$ cat src/rtl/ccu_pkg.sv
package ccu_pkg;
  localparam int NUM_REGS     = 27;
  localparam int NUM_PLL      = 9;
  localparam int IDX_W        = $clog2(NUM_REGS);
  localparam int PLL_SPLIT    = 5;   // PLLs below this use the first settle word
  localparam int IDX_DRAM     = 12;
  localparam int IDX_TIME0    = 14;
  localparam int IDX_TIME1    = 15;
  localparam int EN_BIT       = 31;
  localparam int LOCK_BIT     = 28;
  localparam int DRAM_UPD_BIT = 16;
  localparam logic [1:0] SIZE_WORD = 2'd2;

  typedef struct packed {
    logic             wr;
    logic             rd;
    logic [IDX_W-1:0] idx;
  } ccuStrobe_t;

  function automatic logic [11:0] pllOffset(input int j);
    case (j)
      0: return 12'h000;
      1: return 12'h008;
      2: return 12'h010;
      3: return 12'h018;
      4: return 12'h020;
      5: return 12'h028;
      6: return 12'h038;
      7: return 12'h044;
      default: return 12'h048;
    endcase
  endfunction

  function automatic logic [11:0] regOffset(input int i);
    if (i < NUM_PLL) return pllOffset(i);
    if (i >= 16 && i < 16 + NUM_PLL) return pllOffset(i - 16) + 12'h220;
    case (i)
      9:  return 12'h050;
      10: return 12'h054;
      11: return 12'h058;
      12: return 12'h0F4;
      13: return 12'h0FC;
      14: return 12'h200;
      15: return 12'h204;
      25: return 12'h250;
      default: return 12'h260;
    endcase
  endfunction

  function automatic logic [31:0] regReset(input int i);
    case (i)
      0, 4:          return 32'h0000_1000;
      1:             return 32'h0003_5514;
      2, 3, 6, 8:    return 32'h0300_6207;
      5, 7:          return 32'h0004_1811;
      9:             return 32'h0001_0000;
      10:            return 32'h0000_1010;
      11:            return 32'h0100_0000;
      12:            return 32'h0000_0000;
      13:            return 32'h8000_0000;
      14, 15:        return 32'h0000_00FF;
      16:            return 32'h0810_0200;
      20:            return 32'h8110_4000;
      21, 23:        return 32'h1010_0010;
      25:            return 32'h0A10_1000;
      26:            return 32'h1488_0000;
      default:       return 32'h1010_0000;
    endcase
  endfunction
endpackage

$ cat src/rtl/ccu_decode.sv
module ccu_decode
  import ccu_pkg::*;
#(
  parameter int              ADDR_W   = 10,
  parameter logic [ADDR_W-1:0] OOR_BASE = 'h308
) (
  input  logic              clk,
  input  logic              rst,
  input  logic              busSel,
  input  logic              busWrite,
  input  logic [ADDR_W-1:0] busAddr,
  input  logic [1:0]        busSize,
  output ccuStrobe_t        strobe,
  output logic              busReady,
  output logic              busErr
);
  logic             hit;
  logic [IDX_W-1:0] hitIdx;
  logic             aligned;
  logic             inRange;
  logic             reqOk;

  always_comb begin
    hit    = 1'b0;
    hitIdx = '0;
    for (int i = 0; i < NUM_REGS; i++) begin
      if (busAddr == ADDR_W'(regOffset(i))) begin
        hit    = 1'b1;
        hitIdx = IDX_W'(i);
      end
    end
  end

  assign aligned = (busAddr[1:0] == 2'b00) && (busSize == SIZE_WORD);
  assign inRange = busAddr < OOR_BASE;
  assign reqOk   = aligned && inRange;

  assign strobe.wr  = busSel && busWrite && reqOk && hit;
  assign strobe.rd  = busSel && !busWrite && reqOk && hit;
  assign strobe.idx = hitIdx;

  always_ff @(posedge clk) begin
    if (rst) begin
      busReady <= 1'b0;
      busErr   <= 1'b0;
    end else begin
      busReady <= busSel;
      busErr   <= busSel && !reqOk;
    end
  end
endmodule

$ cat src/rtl/ccu_regfile.sv
module ccu_regfile
  import ccu_pkg::*;
(
  input  logic               clk,
  input  logic               rst,
  input  ccuStrobe_t         strobe,
  input  logic [31:0]        wdata,
  output logic [31:0]        rdata,
  output logic [NUM_PLL-1:0] pllEn,
  output logic [NUM_PLL-1:0] pllLock,
  output logic               dramUpd
);
  logic [31:0] regQ   [NUM_REGS];
  logic [31:0] regD   [NUM_REGS];
  logic [7:0]  cntQ   [NUM_PLL];
  logic [7:0]  cntD   [NUM_PLL];
  logic [7:0]  pllDelay [NUM_PLL];
  logic [31:0] rdNext;

  // settle delay source per PLL
  always_comb begin
    for (int j = 0; j < NUM_PLL; j++) begin
      pllDelay[j] = (j < PLL_SPLIT) ? regQ[IDX_TIME0][7:0] : regQ[IDX_TIME1][7:0];
    end
  end

  always_comb begin
    for (int i = 0; i < NUM_REGS; i++) regD[i] = regQ[i];
    for (int j = 0; j < NUM_PLL; j++) begin
      cntD[j] = cntQ[j];
      if (cntQ[j] != 8'd0) begin
        cntD[j] = cntQ[j] - 8'd1;
        if (cntQ[j] == 8'd1) regD[j][LOCK_BIT] = 1'b1;
      end
      if (strobe.wr && strobe.idx == IDX_W'(j)) begin
        if (!wdata[EN_BIT]) begin
          regD[j]           = wdata;
          regD[j][LOCK_BIT] = 1'b0;
          cntD[j]           = 8'd0;
        end else if (!regQ[j][EN_BIT]) begin
          regD[j]           = wdata;
          regD[j][LOCK_BIT] = (pllDelay[j] == 8'd0);
          cntD[j]           = pllDelay[j];
        end else begin
          regD[j]           = {wdata[31:LOCK_BIT+1], regD[j][LOCK_BIT], wdata[LOCK_BIT-1:0]};
        end
      end
    end
    for (int i = NUM_PLL; i < NUM_REGS; i++) begin
      if (strobe.wr && strobe.idx == IDX_W'(i)) begin
        regD[i] = wdata;
        if (i == IDX_DRAM) regD[i][DRAM_UPD_BIT] = 1'b0;
      end
    end
  end

  always_comb begin
    rdNext = '0;
    for (int i = 0; i < NUM_REGS; i++) begin
      if (strobe.rd && strobe.idx == IDX_W'(i)) rdNext = regQ[i];
    end
  end

  always_ff @(posedge clk) begin
    if (rst) begin
      for (int i = 0; i < NUM_REGS; i++) regQ[i] <= regReset(i);
      for (int j = 0; j < NUM_PLL; j++) cntQ[j] <= 8'd0;
      rdata <= '0;
    end else begin
      for (int i = 0; i < NUM_REGS; i++) regQ[i] <= regD[i];
      for (int j = 0; j < NUM_PLL; j++) cntQ[j] <= cntD[j];
      rdata <= rdNext;
    end
  end

  for (genvar g = 0; g < NUM_PLL; g++) begin : g_status
    assign pllEn[g]   = regQ[g][EN_BIT];
    assign pllLock[g] = regQ[g][LOCK_BIT];
  end
  assign dramUpd = regQ[IDX_DRAM][DRAM_UPD_BIT];
endmodule

$ cat src/rtl/ccu_regblock.sv
module ccu_regblock
  import ccu_pkg::*;
#(
  parameter int              ADDR_W   = 10,
  parameter logic [ADDR_W-1:0] OOR_BASE = 'h308
) (
  input  logic              clk,
  input  logic              rst,
  input  logic              busSel,
  input  logic              busWrite,
  input  logic [ADDR_W-1:0] busAddr,
  input  logic [1:0]        busSize,
  input  logic [31:0]       busWdata,
  output logic [31:0]       busRdata,
  output logic              busReady,
  output logic              busErr
);
  ccuStrobe_t         strobe;
  logic [NUM_PLL-1:0] pllEn;
  logic [NUM_PLL-1:0] pllLock;
  logic               dramUpd;

  ccu_decode #(.ADDR_W(ADDR_W), .OOR_BASE(OOR_BASE)) u_decode (
    .clk(clk), .rst(rst), .busSel(busSel), .busWrite(busWrite),
    .busAddr(busAddr), .busSize(busSize), .strobe(strobe),
    .busReady(busReady), .busErr(busErr)
  );

  ccu_regfile u_regfile (
    .clk(clk), .rst(rst), .strobe(strobe), .wdata(busWdata),
    .rdata(busRdata), .pllEn(pllEn), .pllLock(pllLock), .dramUpd(dramUpd)
  );
endmodule

$ cat config.mk
export PLATFORM = sky130hd
export DESIGN_NAME = ccu_regblock
export DESIGN_NICKNAME = d
export VERILOG_FILES = /design/src/rtl/ccu_pkg.sv /design/src/rtl/ccu_decode.sv /design/src/rtl/ccu_regfile.sv /design/src/rtl/ccu_regblock.sv
export SDC_FILE = /design/constraint.sdc
export NUM_CORES = 2
export LEC_CHECK = 0
export ABC_AREA = 1
export BUFFER_PORTS_ARGS = -buffer_cell sky130_fd_sc_hd__buf_2
export CAP_MARGIN = 30
export CORE_UTILIZATION = 60
export DETAILED_ROUTE_END_ITERATION = 6
export PLACE_DENSITY = 0.77
export SYNTH_ARGS = -nofsm -noshare
export SYNTH_HDL_FRONTEND = slang
export SYNTH_HIERARCHICAL = 1
export SYNTH_SLANG_ARGS = --single-unit
$ cat constraint.sdc
create_clock -name clk -period 4 [get_ports clk]
set_clock_uncertainty 0.15 [all_clocks]
set_input_delay 0.4 -clock clk [delete_from_list [all_inputs] [get_ports clk]]
set_output_delay 0.4 -clock clk [all_outputs]
set_load 0.01 [all_outputs]
==> results_dict.tcl <==
set metrics [dict create \
    cp.arrival_ps 4120 \
    core_area_sq_mm 0.0700 \
    viasPerCell 5.69 \
    r2r_slack_ps 1480 \
    nets 6361 \
    gp_routability_congestion 0.931 \
    timing.fmax_mhz 270 \
    max_stage_delay_ps 250 \
    slew-limit-headroom 0.291 \
    finalPower_mw 21.8 \
    grt_usage 0.360 \
    holdWs_ps 44.6 \
    crit_type "input port to register" \
    grt_max_degree 157 \
    cts_sinks 969 \
    slowest_stage "nor3_2" \
    dieArea_sq_mm 0.0720 \
    drc 0 \
    cts_buffers 99 \
    end_kind "register" \
    hold_path.class "input port to register" \
    cts_buffer_depth 3 \
    cts_tree "done" \
    portBuffers 81 \
    fin_crit_sh 0.926 \
    clk_latency_ps 670 \
    fin_cells 7315 \
    dp_slack_ps -366 \
    dr_wl_met3_microns 12400 \
    final-seq-area_sq_mm 0.0194 \
    grt_pass1_wl_microns 207000 \
    wire_per_inst_microns 17.9 \
    fillers 5969 \
    routed-via-count 41600 \
    p_per_area_mw_per_mm2 452 \
    cap_viol_max_count 0 \
    path_clk_slew_ps 60 \
    hold_viol_final 0 \
    antenna_found_initial 7 \
    start_util 0.607 \
    die_y_microns 268 \
    drt-pass1-iter-count 6 \
    synth_area_per_cell_sq_um 6.76 \
    grt_pass1_vias 37900 \
    outcome "finished, final reports clean" \
    tns_ps 0 \
    area_delta_synth_final_pct 13.6 \
    drt-initial-drc-count 4768 \
    synthesis.nets 6358 \
    layout-drive-gt1-share 0.0929 \
    leakage_nw 20.2 \
    placed_cells 7132 \
    syn_inst 6292 \
    htree_levels 3 \
    place_hpwl_microns 86100 \
    slew_viol_final 0 \
    wl_met1_microns 55900 \
    std_cell_rows 97 \
    dpl_cell_area_sq_mm 0.0449 \
    finalCriticalPeriod_ps 3700 \
    post-route-util 0.690 \
    worstMarginPinSlew_ps 1060 \
    multiInputGateArea_sq_mm 0.0193 \
    cts_root_buf "clkbuf_16" \
    peakVddDrop_uv 406 \
    die_x_microns 268 \
    yosys_warnings 6 \
    antenna_cells 0 \
    grt_remaining_overflow 0 \
    required_ps 4420 \
    design_area_sq_mm 0.0483 \
    wl_met2_microns 58700 \
    ioPinCount 82 \
    setup_ws_ps 297 \
    rsz0062_at_grt "no" \
    setup_viol 0 \
    synth_area_sq_mm 0.0425 \
    cp-start-kind "input port" \
    finalWirelength_microns 131000 \
    top_layer "met5" \
    drtAntennaViolNets 0 \
    worstPathMaxFanout 6 \
]
where the power goes:
part | leakage [nW] | internal [mW] | switching [mW]
sequential | 7.82 | 9.88 | 0.179
clock | 1.66 | 5.51 | 4.02
combinational | 10.7 | 0.831 | 1.39
worst max-delay path: cells and delay by family:
family,cells,cell delay [ps]
compound gates,3,450
buf+inv,7,770
simple gates,19,2480
cell usage in the layout (no fill, tap or decap), drive strengths merged, types with 2 or more instances in the layout:
cell and count:
a21oi 345, a221oi 5, buf 351, bufinv 9, clkbuf 134, clkinv 41
clkinvlp 4, dfxtp 969, dlygate4sd3 2, ha 18, inv 557, nand2 1093
nand3 188, nand3b 2, nand4 196, nor2 1421, nor3 39, o211ai 51
o21ai 898, or2 9, xnor2 14, xor2 19
flip-flops by register name (all words and copies together), names as in the netlist:
name and cells:
u_regfile/rdata 32, u_decode/busErr 1, u_regfile/regQ 863, u_decode/busReady 1
u_regfile/cntQ 72
repair_timing:
action                     4_1_cts  5_1_grt
hold buffers                     2        0
hold endpoints to repair         2        0
setup endpoints to repair        0       11
setup buffers                    0        0
resized for setup                0        7
path summary, 6_finish.rpt:
| path | start | to | cells after the start |
|---|---|---|---|
| min | busWdata[31] | u_regfile/regQ[0][223] | 3 |
| max reg2reg | u_regfile/regQ[0][72] | u_regfile/rdata[8] | 16 |
| max | busAddr[9] | u_regfile/rdata[8] | 29 |
| min reg2reg | u_regfile/regQ[0][470] | u_regfile/regQ[0][470] | 2 |
layout make-up:
| type | count | share of cell area |
|---|---|---|
| Clock buffer | 134 | 0.0579 |
| Timing Repair Buffer | 353 | 0.0600 |
| Tap cell | 940 | 0.0243 |
| Sequential cell | 969 | 0.402 |
| Clock inverter | 47 | 0.0116 |
| Inverter | 564 | 0.0440 |
| Multi-Input combinational cell | 4308 | 0.400 |
routing by layer:
| layer | track usage | vias up |
|---|---|---|
| li1 | - | 20100 |
| met1 | 0.496 | 19300 |
| met2 | 0.567 | 1992 |
| met3 | 0.0573 | 299 |
| met4 | 0.132 | 12 |
| met5 | 0 | - |
(Power assumes the default switching activity.)
